--- src/rtl/i2c_arb_pkg.sv ---
package i2c_arb_pkg;
    localparam int unsigned BIT_IDX_W = 4;
    localparam logic [BIT_IDX_W-1:0] ACK_SLOT = 4'd8;

    typedef struct packed {
        logic start;
        logic stop;
    } bus_evt_t;
endpackage

--- src/rtl/i2c_bus_cond.sv ---
module i2c_bus_cond
    import i2c_arb_pkg::*;
(
    input  logic     clk,
    input  logic     rst_n,
    input  logic     scl_in,
    input  logic     sda_in,
    input  logic     lose_evt,
    output bus_evt_t evt,
    output logic     retry_ok
);
    typedef struct packed {
        logic scl;
        logic sda;
        logic busy;
        logic pend;
    } cond_st_t;

    cond_st_t st_d, st_q;

    always_comb begin
        st_d      = st_q;
        evt.start = scl_in & st_q.scl & st_q.sda & ~sda_in;
        evt.stop  = scl_in & st_q.scl & ~st_q.sda & sda_in;
        st_d.scl  = scl_in;
        st_d.sda  = sda_in;
        if (evt.start) begin
            st_d.busy = 1'b1;
        end else if (evt.stop) begin
            st_d.busy = 1'b0;
        end
        st_d.pend = evt.stop ? 1'b0 : (st_q.pend | lose_evt);
        retry_ok  = ~st_q.busy & ~st_q.pend;
    end

    always_ff @(posedge clk or negedge rst_n) begin
        if (!rst_n) begin
            st_q <= '{scl: 1'b1, sda: 1'b1, busy: 1'b0, pend: 1'b0};
        end else begin
            st_q <= st_d;
        end
    end

    p_free_after_stop_r4: assert property (@(posedge clk) disable iff (!rst_n)
        evt.stop |=> retry_ok);
    p_busy_after_start_r4: assert property (@(posedge clk) disable iff (!rst_n)
        evt.start |=> !retry_ok);
endmodule

--- src/rtl/i2c_bit_arb.sv ---
module i2c_bit_arb
    import i2c_arb_pkg::*;
(
    input  logic                 clk,
    input  logic                 rst_n,
    input  logic                 scl_in,
    input  logic                 sda_in,
    input  logic                 sample_stb,
    input  logic                 drv_en,
    input  logic                 drv_bit,
    input  logic [BIT_IDX_W-1:0] bit_idx,
    input  logic                 own_start,
    input  logic                 own_stop,
    input  logic                 gen_cond,
    input  logic                 clr_lost,
    input  bus_evt_t             evt,
    output logic                 lose_evt,
    output logic                 arb_lost,
    output logic                 tail_clk,
    output logic                 sda_oe
);
    typedef struct packed {
        logic own;
        logic lost;
        logic tail;
    } arb_st_t;

    arb_st_t st_d, st_q;
    logic    smp_ok;
    logic    cmp_lose;
    logic    cond_lose;
    logic    byte_end;

    always_comb begin
        st_d      = st_q;
        smp_ok    = sample_stb & scl_in;
        cmp_lose  = st_q.own & smp_ok & drv_en & drv_bit & ~sda_in;
        cond_lose = st_q.own & (evt.start | evt.stop) & ~gen_cond & (bit_idx != '0);
        lose_evt  = cmp_lose | cond_lose;
        byte_end  = (smp_ok & (bit_idx == ACK_SLOT)) | evt.start | evt.stop;

        st_d.lost = lose_evt | (st_q.lost & ~(clr_lost | own_start));
        st_d.own  = own_start | (st_q.own & ~own_stop & ~lose_evt);
        st_d.tail = byte_end ? 1'b0 : (st_q.tail | lose_evt);

        arb_lost  = st_q.lost;
        tail_clk  = st_q.tail;
        sda_oe    = drv_en & ~drv_bit & ~st_q.lost;
    end

    always_ff @(posedge clk or negedge rst_n) begin
        if (!rst_n) begin
            st_q <= '0;
        end else begin
            st_q <= st_d;
        end
    end

    p_loss_in_high_r1: assert property (@(posedge clk) disable iff (!rst_n)
        $rose(st_q.lost) |-> $past(scl_in));
    p_sticky_r6: assert property (@(posedge clk) disable iff (!rst_n)
        (st_q.lost && !clr_lost && !own_start) |=> st_q.lost);
    p_tail_end_r3: assert property (@(posedge clk) disable iff (!rst_n)
        (st_q.tail && smp_ok && bit_idx == ACK_SLOT) |=> !st_q.tail);
    p_tail_after_loss_r3: assert property (@(posedge clk) disable iff (!rst_n)
        $rose(st_q.tail) |-> st_q.lost);
endmodule

--- src/rtl/i2c_addr_snoop.sv ---
module i2c_addr_snoop
    import i2c_arb_pkg::*;
#(
    parameter int unsigned ADDR_W = 7,
    parameter int unsigned BCNT_W = 8
) (
    input  logic                 clk,
    input  logic                 rst_n,
    input  logic                 scl_in,
    input  logic                 sda_in,
    input  logic                 sample_stb,
    input  logic [BIT_IDX_W-1:0] bit_idx,
    input  logic [BCNT_W-1:0]    byte_cnt,
    input  logic [ADDR_W-1:0]    own_addr,
    input  logic                 lost_now,
    input  logic                 clr_evt,
    output logic                 slave_hit
);
    localparam logic [BIT_IDX_W-1:0] RW_SLOT = BIT_IDX_W'(ADDR_W);

    typedef struct packed {
        logic [ADDR_W-1:0] sh;
        logic              hit;
    } snoop_st_t;

    snoop_st_t st_d, st_q;
    logic      addr_smp;
    logic      match;

    always_comb begin
        st_d     = st_q;
        addr_smp = sample_stb & scl_in & (byte_cnt == '0);
        if (addr_smp && bit_idx < RW_SLOT) begin
            st_d.sh = {st_q.sh[ADDR_W-2:0], sda_in};
        end
        match    = addr_smp & (bit_idx == RW_SLOT) & lost_now & (st_q.sh == own_addr);
        st_d.hit = clr_evt ? 1'b0 : (st_q.hit | match);
        slave_hit = st_q.hit;
    end

    always_ff @(posedge clk or negedge rst_n) begin
        if (!rst_n) begin
            st_q <= '0;
        end else begin
            st_q <= st_d;
        end
    end

    p_hit_clear_r7: assert property (@(posedge clk) disable iff (!rst_n)
        clr_evt |=> !st_q.hit);
endmodule

--- src/rtl/i2c_arb_monitor.sv ---
module i2c_arb_monitor
    import i2c_arb_pkg::*;
#(
    parameter int unsigned ADDR_W = 7,
    parameter int unsigned BCNT_W = 8
) (
    input  logic              clk,
    input  logic              rst_n,
    input  logic              scl_in,
    input  logic              sda_in,
    input  logic              sample_stb,
    input  logic              drv_en,
    input  logic              drv_bit,
    input  logic [3:0]        bit_idx,
    input  logic [BCNT_W-1:0] byte_cnt,
    input  logic [ADDR_W-1:0] own_addr,
    input  logic              own_start,
    input  logic              own_stop,
    input  logic              gen_cond,
    input  logic              clr_lost,
    output logic              sda_oe,
    output logic              arb_lost,
    output logic              tail_clk,
    output logic              retry_ok,
    output logic              slave_hit
);
    bus_evt_t evt;
    logic     lose_evt;
    logic     lost_now;
    logic     clr_evt;

    assign lost_now = arb_lost | lose_evt;
    assign clr_evt  = evt.start | evt.stop | own_start;

    i2c_bus_cond u_cond (
        .clk      (clk),
        .rst_n    (rst_n),
        .scl_in   (scl_in),
        .sda_in   (sda_in),
        .lose_evt (lose_evt),
        .evt      (evt),
        .retry_ok (retry_ok)
    );

    i2c_bit_arb u_arb (
        .clk        (clk),
        .rst_n      (rst_n),
        .scl_in     (scl_in),
        .sda_in     (sda_in),
        .sample_stb (sample_stb),
        .drv_en     (drv_en),
        .drv_bit    (drv_bit),
        .bit_idx    (bit_idx),
        .own_start  (own_start),
        .own_stop   (own_stop),
        .gen_cond   (gen_cond),
        .clr_lost   (clr_lost),
        .evt        (evt),
        .lose_evt   (lose_evt),
        .arb_lost   (arb_lost),
        .tail_clk   (tail_clk),
        .sda_oe     (sda_oe)
    );

    i2c_addr_snoop #(.ADDR_W(ADDR_W), .BCNT_W(BCNT_W)) u_snoop (
        .clk        (clk),
        .rst_n      (rst_n),
        .scl_in     (scl_in),
        .sda_in     (sda_in),
        .sample_stb (sample_stb),
        .bit_idx    (bit_idx),
        .byte_cnt   (byte_cnt),
        .own_addr   (own_addr),
        .lost_now   (lost_now),
        .clr_evt    (clr_evt),
        .slave_hit  (slave_hit)
    );

    p_loss_blocks_retry_r4: assert property (@(posedge clk) disable iff (!rst_n)
        (lose_evt && !evt.stop) |=> !retry_ok);
    p_oe_low_after_loss_r2: assert property (@(posedge clk) disable iff (!rst_n)
        lose_evt |=> !sda_oe);
endmodule

--- config.mk ---
export PLATFORM = sky130hd
export DESIGN_NAME = i2c_arb_monitor
export DESIGN_NICKNAME = d
export VERILOG_FILES = /design/src/rtl/i2c_arb_pkg.sv /design/src/rtl/i2c_bus_cond.sv /design/src/rtl/i2c_bit_arb.sv /design/src/rtl/i2c_addr_snoop.sv /design/src/rtl/i2c_arb_monitor.sv
export SDC_FILE = /design/constraint.sdc
export NUM_CORES = 1
export LEC_CHECK = 0
export BUFFER_PORTS_ARGS = -buffer_cell sky130_fd_sc_hd__buf_4
export CAP_MARGIN = 20
export CORE_MARGIN = 3
export CORE_UTILIZATION = 45
export DETAILED_ROUTE_END_ITERATION = 6
export GPL_TIMING_DRIVEN = 0
export PLACE_DENSITY = 0.85
export SETUP_SLACK_MARGIN = 0.05
export SLEW_MARGIN = 10
export SYNTH_ARGS = -nofsm -noshare
export SYNTH_HDL_FRONTEND = slang
export SYNTH_SLANG_ARGS = --single-unit
--- constraint.sdc ---
create_clock -name clk -period 1.9 [get_ports clk]
set_input_delay 0.38 -clock clk [delete_from_list [all_inputs] [get_ports clk]]
set_output_delay 0.38 -clock clk [all_outputs]
set_load 0.02 [all_outputs]
==> Word-level counts from Yosys, hierarchy flattened <==
Index checks and enable logic that the tools add are counted.
{ "classes": {"magnitude_cmp": 1, "eq_ne": 3, "n_mux": 5, "bitwise": 46, "n_reduce_logical": 4} }
{ "op_table": {"columns": ["cell", "n"], "rows": [
  ["$and A1 B1 Y1", 24],
  ["$or A1 B1 Y1", 12],
  ["$not A1 Y1", 10],
  ["$logic_not A8 Y1", 1],
  ["$eq A7 B7 Y1", 1],
  ["$mux W1", 5],
  ["$eq A4 B3 Y1 const B", 1],
  ["$eq A4 B4 Y1 const B", 1],
  ["$lt A4 B3 Y1 const B", 1],
  ["$reduce_bool A4 Y1", 1],
  ["$reduce_bool A2 Y1", 1],
  ["$logic_and A1 B1 Y1", 1]
]} }
{ "word_totals": {"word_cells": 68, "out_inout_bits": 5, "inputBits": 30, "register_bits": 15} }

==> Depth between registers and ports, before layout <==
Gate-level depths: netlist (run 1).
{ "depth": {"word_depth": 13, "depth_mapped": 4, "mapped_depth_nobuf": 4} }

==> By module <==
A second synthesis (run 1) with hierarchy kept.
{ "unflattened": {"cells_unflattened": 70, "area_unflattened_um2": 829.5} }
{ "by_module_without_submodules": {"columns": ["module", "seq_area_each_um2", "n_inst", "area_each_um2", "cells_per_inst"], "rows": [
  ["i2c_addr_snoop", 200.2, 1, 470.5, 34],
  ["i2c_bit_arb", 75.1, 1, 176.4, 19],
  ["i2c_bus_cond", 102.6, 1, 170.2, 15],
  ["i2c_arb_monitor", 0.0, 1, 12.5, 2]
]} }

==> Least setup slack after synthesis (run 1) <==
No wires, ideal clock.
{ "synth_timing": {"path_type": "input port to flip-flop", "start": "input port byte_cnt[2]", "end": "register u_snoop.st_q[1] in the netlist's numbering", "n_path_buf": 0, "t_arrival_ps": 1633, "stages": 4, "path_slack_ps": 142, "required_ps": 1775, "path_cell_list": "or4_4 nor4_4 nand2_4 mux2_4"} }
{ "synth_between": {"elab_chain_cells": 3} }
{ "synth_rtl": {"columns": ["element", "line_no", "text"], "rows": [
  ["start, declared", "i2c_arb_monitor.sv:15", "input logic [BCNT_W-1:0] byte_cnt,"],
  ["$logic_not A8 Y1", "i2c_addr_snoop.sv:32", "addr_smp = sample_stb & scl_in & (byte_cnt == '0);"],
  ["$and A1 B1 Y1", "i2c_addr_snoop.sv:32", null],
  ["$logic_and A1 B1 Y1", "i2c_addr_snoop.sv:33", "if (addr_smp && bit_idx < RW_SLOT) begin"],
  ["end signal, assigned", "i2c_addr_snoop.sv:45", "st_q <= st_d;"],
  ["end, declared", "i2c_addr_snoop.sv:26", "snoop_st_t st_d, st_q;"]
]} }
No other way between the ends.
A chain may end at the register's enable or synchronous reset.

==> impl_metrics.ini, run 1 <==
[place]
place.gp.congestion = 0.7729
dpl_worst_slack_ns = -0.06738
dp.cells = 114
hpwl_um = 1578
io_buffers = 34

[sta]
fmax_mhz = 574.2
slew_viol_final = 0
fin_crit_ns = 1.741
timing.final.crit_share = 0.9166
fin_tns_setup_ns = 0
worst_pin_slew_ns = 0.5337
hold_slack_ns = 0.2432
max-slew-margin-rel = 0.6403
hold_viol_final = 0
grt_setup_unrepaired = no
setup_viol = 0
skew_ns = 0.006658
fin_ws_ns = 0.1585

[cells_and_area]
final_util = 0.7008
n_antenna_cell = 0
layout.nets = 134
drive_gt1_frac = 0.4854
area_growth_pct = 39.27
instances_no_fill = 119

[synth]
yosysUniqueCellTypes = 26
ys_seq_elements = 15
yosysWarnings = 0
synth_area_per_cell_um2 = 12.39
synth.cell_area_um2 = 793.3
postSynthCellCount = 64
synth_edf_count = 0
synth_nets = 94
yosysSeqAreaShare = 0.4763
ys_dominant_reg_cell = dfrtp_1
async_flop_share = 1.000

[floorplan]
ios = 35
die_h_um = 47.99
core_region_area_mm2 = 0.001577
dieArea_mm2 = 0.002303
rows = 14
die_w_um = 47.99
start_util = 0.5032

[worst_setup_path]
crit_path_start_kind = flip-flop
cp_slowest_cell = dfstp_2
crit_type = flip-flop to flip-flop
cp-end-kind = flip-flop
rrSetupSlack_ns = 0.16
crit_chain = xor2_1 -> nand3_1 -> o41ai_2 -> o32a_1
path_delay_family = compound AO/OA/AOI/OAI gates
r2r-end = u_cond.st_q[0]$_DFF_PN0_
rr_worst_depth = 4
crit_required_ns = 2.12
arrival_ns = 1.96
crit_path_max_fanout = 4
worst-path-buf-inv = 0
slowest_delay_ns = 0.57
r2r-start = u_cond.st_q[2]$_DFF_PN1_

[clocking]
cts_htree_levels = 1
cts_resized = 0
clock_path_buffers = 2
ctsHoldBuffers = 1
worstSkewPairLatency_ns = 0.28
cts_tree = built
cts_inserted_buffers = 3
cts.sinks = 15
clk_pin_slew_worst_paths_ns = 0.09
clockRootBuffer = clkbuf_4
postCtsSetupRepairBufs = 0

[global_route]
grtUsageTotal = 0.1649
grt_max_degree = 16
overflow = 0
grt_pass1_wl_um = 2594
antenna_found_initial = 0
grt_pass1_vias = 633

[hold_path]
min_to = u_cond.st_q[2]$_DFF_PN1_
hold_path.startpoint = sda_in
hold_class = primary input to flip-flop
min_path_cells = 1

[pwr]
p_leak_nw = 0.5880
clkPwrFrac = 0.272
intPower_w = 0.0004897
swShare = 0.2550
ir_drop_uv = 308.3
seqPwrFrac = 0.531
combPwrFrac = 0.197
p_sw_w = 0.0001676
p_per_area_mw_per_mm2 = 595.0

[drt]
post_drt_wl_per_cell_um = 16.40
drt_pass1_iterations = 4
dr_total_vias = 695
antenna_left = 0
initialDrtViolationCount = 6
vias_per_cell = 5.840
drt_wl_total_um = 1952
drc = 0

[job]
drv_cap = 0

[run_status]
status = finished clean
routing by layer:
layer / up-vias / global-route usage / part of all wire
met5: - / 0 / 0
met4: 0 / 0.05376 / 0.0061
met3: 2 / 0.02632 / 0.074
met2: 26 / 0.3245 / 0.55
met1: 343 / 0.1732 / 0.37
li1: 324 / - / -
kinds of logic after synthesis:
logic type	synth area share
and+or+nand+nor	0.1704
DFF	0.4763
AOI/OAI and AO/OA	0.1183
xor gates and xnor gates	0.08833
muxes	0.1325
buffers and inverters	0.01419
placed cells by master (no fill, tap or decap), drive strengths merged:
cell type and count:
a31oi 2, o211a 1, mux2 7, dlygate4sd3 1
a31o 1, or4 2, nor2 3, inv 3
clkbuf 4, nand4 2, o32a 1, o21ai 2
nand3 2, o41ai 2, nor3b 1, xor2 8
dfstp 2, o311a 1, buf 34, nor3 2
dfrtp 13, or3 1, a21o 1, nand2 3
nor4 4
cell type report:
type	instances	area, µm²
Multi-Input combinational cell	46	404.1
Timing Repair Buffer	35	265.3
Tap cell	16	20.02
Inverter	3	11.26
Clock buffer	4	26.28
Sequential cell	15	377.9
Fill cell	117	471.7
state kept, by name, indices dropped and copies added, names as in the netlist:
register           cells
u_arb.arb_lost         1
u_arb.st_q             1
u_arb.tail_clk         1
u_cond.st_q            4
u_snoop.slave_hit      1
u_snoop.st_q           7
cell usage after synthesis, types with 2 or more instances:
cell / n / area, µm²
nor2_1: 3 / 11.26
dfrtp_1: 13 / 325.3
inv_1: 3 / 11.26
o21ai_0: 2 / 10.01
nor3_1: 2 / 10.01
nand3_1: 2 / 10.01
mux2_4: 7 / 105.1
xor2_1: 8 / 70.07
nand4_1: 2 / 12.51
nand2_1: 2 / 7.510
a31oi_1: 2 / 12.51
nor4_1: 3 / 18.77
dfstp_2: 2 / 52.55
how the worst max path moves through the flow:
stage,from,to,slack (ns),cells after the start
after floorplan,byte_cnt[2],u_snoop.st_q[1]$_DFFE_PN0P_,0.14,4
after global placement,byte_cnt[2],u_snoop.st_q[4]$_DFFE_PN0P_,-0.02,5
after detailed placement,byte_cnt[2],u_snoop.st_q[5]$_DFFE_PN0P_,-0.07,5
after CTS,u_cond.st_q[2]$_DFF_PN1_,u_cond.st_q[0]$_DFF_PN0_,0.18,4
after global routing,u_cond.st_q[2]$_DFF_PN1_,u_cond.st_q[0]$_DFF_PN0_,0.09,4
final,u_cond.st_q[2]$_DFF_PN1_,u_cond.st_q[0]$_DFF_PN0_,0.16,4
per-stage QoR:
stage,total power (W),area (µm²)
finish,0.0006573,1105
global route,0.0006913,1105
CTS,0.0006609,1105
detailed placement,0.0004830,1069
global placement,0.0004777,1069
floorplan,0.0003981,793.3
power groups by stage:
stage,Clock (W),Combinational (W),Sequential (W)
detailed placement,0,0.000129,0.000354
floorplan,0,0.0000389,0.000359
finish,0.000179,0.000129,0.000349
global route,0.000202,0.000140,0.000350
CTS,0.000182,0.000131,0.000349
global placement,0,0.000124,0.000354
Note: power is estimated with default switching activity, not from simulation.
==> run 2: changes to the inputs <==
CORE_MARGIN = not set   (was 3)
==> impl_metrics.ini, run 2 (synthesis gave the netlist of run 1 again) <==
[run_status]
status = finished clean

[clocking]
cts_resized = 0
cts_inserted_buffers = 3
clock_path_buffers = 2
ctsHoldBuffers = 1
worstSkewPairLatency_ns = 0.29
clk_pin_slew_worst_paths_ns = 0.10
cts_htree_levels = 1
cts.sinks = 15
cts_tree = built
postCtsSetupRepairBufs = 0
clockRootBuffer = clkbuf_4

[worst_setup_path]
slowest_delay_ns = 0.54
cp_slowest_cell = or4_4
path_delay_family = simple AND/OR/NAND/NOR gates
crit_required_ns = 2.07
arrival_ns = 1.82
crit_chain = buf_4 -> or4_4 -> nor4_4 -> nand2_4 -> mux2_4
cp-end-kind = flip-flop
worst-path-buf-inv = 1
crit_type = primary input to flip-flop
crit_path_start_kind = primary input
crit_path_max_fanout = 7

[floorplan]
core_region_area_mm2 = 0.001577
die_h_um = 43.99
start_util = 0.5032
dieArea_mm2 = 0.001935
die_w_um = 43.99
rows = 14
ios = 35

[pwr]
p_per_area_mw_per_mm2 = 598.4
seqPwrFrac = 0.527
p_sw_w = 0.0001752
swShare = 0.2647
ir_drop_uv = 424.4
p_leak_nw = 0.5907
combPwrFrac = 0.192
power.total_w = 0.0006619
clkPwrFrac = 0.282
intPower_w = 0.0004867

[place]
hpwl_um = 1382
dpl_worst_slack_ns = -0.06374
io_buffers = 34
place.gp.congestion = 0.7706
dp.cells = 114

[sta]
fin_tns_setup_ns = 0
max-slew-margin-rel = 0.6751
hold_slack_ns = 0.2294
skew_ns = 0.006867
setup_viol = 0
timing.final.crit_share = 0.8649
fmax_mhz = 608.5
fin_ws_ns = 0.2567
fin_crit_ns = 1.643
worst_pin_slew_ns = 0.4829
grt_setup_unrepaired = no
slew_viol_final = 0
hold_viol_final = 0

[global_route]
grt_pass1_vias = 686
grtUsageTotal = 0.2096
grt_pass1_wl_um = 2877
grt_max_degree = 16
antenna_found_initial = 0
overflow = 0

[drt]
drt_pass1_iterations = 6
post_drt_wl_per_cell_um = 14.61
antenna_left = 0
initialDrtViolationCount = 21
drt_wl_total_um = 1739
vias_per_cell = 5.773
dr_total_vias = 687
drc = 0

[cells_and_area]
multi_input_area_um2 = 404.1
top_register = u_snoop.st_q
drive_gt1_frac = 0.4951
instances_no_fill = 119
final-seq-area_um2 = 377.9
area_growth_pct = 39.43
n_antenna_cell = 0
layout_commonest_cell = buf_4
largestRegisters = u_snoop.st_q: 7 flops, u_cond.st_q: 4 flops
largest_reg_flops = 7
most-common-layout-cells = 34 x buf_4, 13 x dfrtp_1, 8 x xor2_1
fillers = 127
layout.nets = 134

[job]
drv_cap = 0

[hold_path]
hold_class = primary input to flip-flop
[run 2: worst reg2reg max path, stage by stage, from the launching register on]
cell and delay (ns):
dfstp_2 0.58, xor2_1 0.18, nand3_1 0.15, o41ai_2 0.39, o32a_1 0.24
[run 2: final cells by class]
type,count,area share
Inverter,3,0.01018
Clock buffer,3,0.02036
Timing Repair Buffer,35,0.2398
Multi-Input combinational cell,46,0.3654
Clock inverter,1,0.004525
Tap cell,16,0.01810
Sequential cell,15,0.3416
[run 2: routing by layer]
| metal | up-vias | part of all wire | global-route usage |
|---|---|---|---|
| met2 | 29 | 0.50 | 0.3493 |
| met1 | 332 | 0.40 | 0.2486 |
| met4 | 0 | 0.024 | 0.1273 |
| li1 | 322 | - | - |
| met5 | - | 0 | 0 |
| met3 | 4 | 0.075 | 0.04167 |
[run 2: metrics by stage]
step	util	instance area (µm²)
2_1_floorplan	-	793.3
3_3_place_gp	0.6778	1069
3_5_place_dp	0.6778	1069
4_1_cts	0.7016	1106
5_1_grt	0.7016	1106
6_report	0.7016	1106
[run 2: power by group through the flow]
stage                     Sequential [W]  Clock [W]  Combinational (W)
after CTS                       0.000348   0.000192           0.000128
final                           0.000349   0.000187           0.000127
after floorplan                 0.000359          0          0.0000389
after detailed placement        0.000355          0           0.000126
after global routing            0.000351   0.000204           0.000138
after global placement          0.000353          0           0.000124
[run 2: worst paths after layout]
path	start	to	slack (ns)	depth (start not counted)
worst min-delay path	sda_in	u_cond.st_q[2]$_DFF_PN1_	0.23	1
worst min register to register	u_cond.st_q[0]$_DFF_PN0_	u_cond.st_q[0]$_DFF_PN0_	0.53	1
min in group asynchronous	rst_n	u_snoop.st_q[4]$_DFFE_PN0P_	0.49	2
max in group asynchronous	rst_n	u_cond.st_q[3]$_DFF_PN1_	1.17	2
worst max-delay path	byte_cnt[2]	u_snoop.st_q[5]$_DFFE_PN0P_	0.26	5
worst max register to register	u_cond.st_q[2]$_DFF_PN1_	u_cond.st_q[0]$_DFF_PN0_	0.30	4
==> run 3: changes to the inputs <==
MAX_ROUTING_LAYER = met4   (was not set)
RECOVER_POWER = 50   (was not set)
==> impl_metrics.ini, run 3 (synthesis gave the netlist of run 1 again) <==
[run_status]
status = finished clean

[pwr]
power.total_w = 0.0006596
p_leak_nw = 0.5798
p_per_area_mw_per_mm2 = 602.5
ir_drop_uv = 425.2

[clocking]
cts_tree = built
postCtsSetupRepairBufs = 0
cts.sinks = 15
clockRootBuffer = clkbuf_4
clk_pin_slew_worst_paths_ns = 0.10
worstSkewPairLatency_ns = 0.29
cts_inserted_buffers = 3
cts_htree_levels = 1
clock_path_buffers = 2

[job]
drv_cap = 0

[place]
io_buffers = 34
placed_cell_area_mm2 = 0.001069
dp.cells = 114
place.gp.congestion = 0.7810
hpwl_um = 1382

[global_route]
grt_use_met3 = 0.04167
grt_pass1_wl_um = 2877
met2_usage = 0.3493
antenna_found_initial = 0
grtUsageTotal = 0.2162
top_usage_layer = met2
overflow = 0
grt_pass1_vias = 686
grt_max_degree = 16
grt_use_met1 = 0.2486

[sta]
fin_crit_ns = 1.642
fin_tns_setup_ns = 0
setup_viol = 0
worst_pin_slew_ns = 0.8145
hold_viol_final = 0
fmax_mhz = 608.9
skew_ns = 0.006133
max-slew-margin-rel = 0.4570
timing.final.crit_share = 0.8643
slew_viol_final = 0
grt_setup_unrepaired = no

[drt]
drc = 0
dr_total_vias = 686
drt_pass1_iterations = 6
antenna_left = 0
post_drt_wl_per_cell_um = 14.67
initialDrtViolationCount = 21
vias_per_cell = 5.765
drt_wl_total_um = 1746

[cells_and_area]
layout_commonest_cell = buf_4
instances_no_fill = 119
largest_reg_flops = 7
area_growth_pct = 38.01
layout.nets = 134
top_register = u_snoop.st_q
drive_gt1_frac = 0.4660
design_area_mm2 = 0.001095
largestRegisters = u_snoop.st_q: 7 flops, u_cond.st_q: 4 flops
most-common-layout-cells = 31 x buf_4, 13 x dfrtp_1, 8 x xor2_1
final_util = 0.6944
n_antenna_cell = 0

[worst_setup_path]
arrival_ns = 1.82
crit_required_ns = 2.08
crit_type = primary input to flip-flop
cp-end-kind = flip-flop
rr_worst_depth = 4
crit_path_max_fanout = 7
crit_path_start_kind = primary input

[floorplan]
die_h_um = 43.99
dieArea_mm2 = 0.001935
rows = 14
core_region_area_mm2 = 0.001577
die_w_um = 43.99
ios = 35
start_util = 0.5032

[hold_path]
hold_class = primary input to flip-flop
min_path_cells = 2
## run 3: cell count changes in the layout (fill, tap and decap cells not counted)
| cell | before | now |
|---|---|---|
| clkbuf_1 | 0 | 3 |
| buf_4 | 34 | 31 |
## run 3: area by class of cell
cell class / count / area, µm²
repair buffers: 35 / 254.0
fillers: 131 / 481.7
well taps: 16 / 20.02
multi-input cells: 46 / 404.1
clock buffers: 3 / 22.52
flip-flops and latches: 15 / 377.9
clock inverters: 1 / 5.005
inverters: 3 / 11.26
## run 3: critical path, stage by stage
cell and delay, ns:
buf_4 0.11, or4_4 0.54, nor4_4 0.30, nand2_4 0.16, mux2_4 0.33
## run 3: power by group
group          switching [W]  internal, W
Sequential         0.0000112     0.000337
Clock               0.000108    0.0000783
Combinational      0.0000561    0.0000681
## run 3: metrics by stage
| step | worst slack [ns] | hold slack (ns) |
|---|---|---|
| after CTS | 0.2489 | 0.2190 |
| after floorplan | 0.1418 | 0.08441 |
| after global placement | -0.02048 | 0.2393 |
| after global routing | 0.1646 | 0.2589 |
| after detailed placement | -0.06374 | 0.2439 |
| final | 0.2578 | 0.2622 |
## run 3: final timing paths
kind                                          start                     endpoint  slack (ns)
setup / recovery                        byte_cnt[2]  u_snoop.st_q[5]$_DFFE_PN0P_        0.26
hold / removal                             own_stop      u_arb.st_q[2]$_DFF_PN0_        0.26
setup reg to reg           u_cond.st_q[2]$_DFF_PN1_     u_cond.st_q[0]$_DFF_PN0_        0.28
hold reg to reg            u_cond.st_q[0]$_DFF_PN0_     u_cond.st_q[0]$_DFF_PN0_        0.53
max in group asynchronous                     rst_n  u_snoop.st_q[5]$_DFFE_PN0P_        0.69
min in group asynchronous                     rst_n  u_snoop.st_q[4]$_DFFE_PN0P_        0.71
## run 3: metal layers
| metal | part of all wire | wire length, µm |
|---|---|---|
| met4 | 0.024 | 42 |
| met5 | 0 | 0 |
| met3 | 0.086 | 150 |
| met2 | 0.49 | 855 |
| met1 | 0.40 | 699 |
## run 3: timing repair
| action | CTS | global route |
|---|---|---|
| hold buffers | 1 | 0 |
| resized for setup | 0 | 0 |
| endpoints found under the hold margin | 13 | 0 |
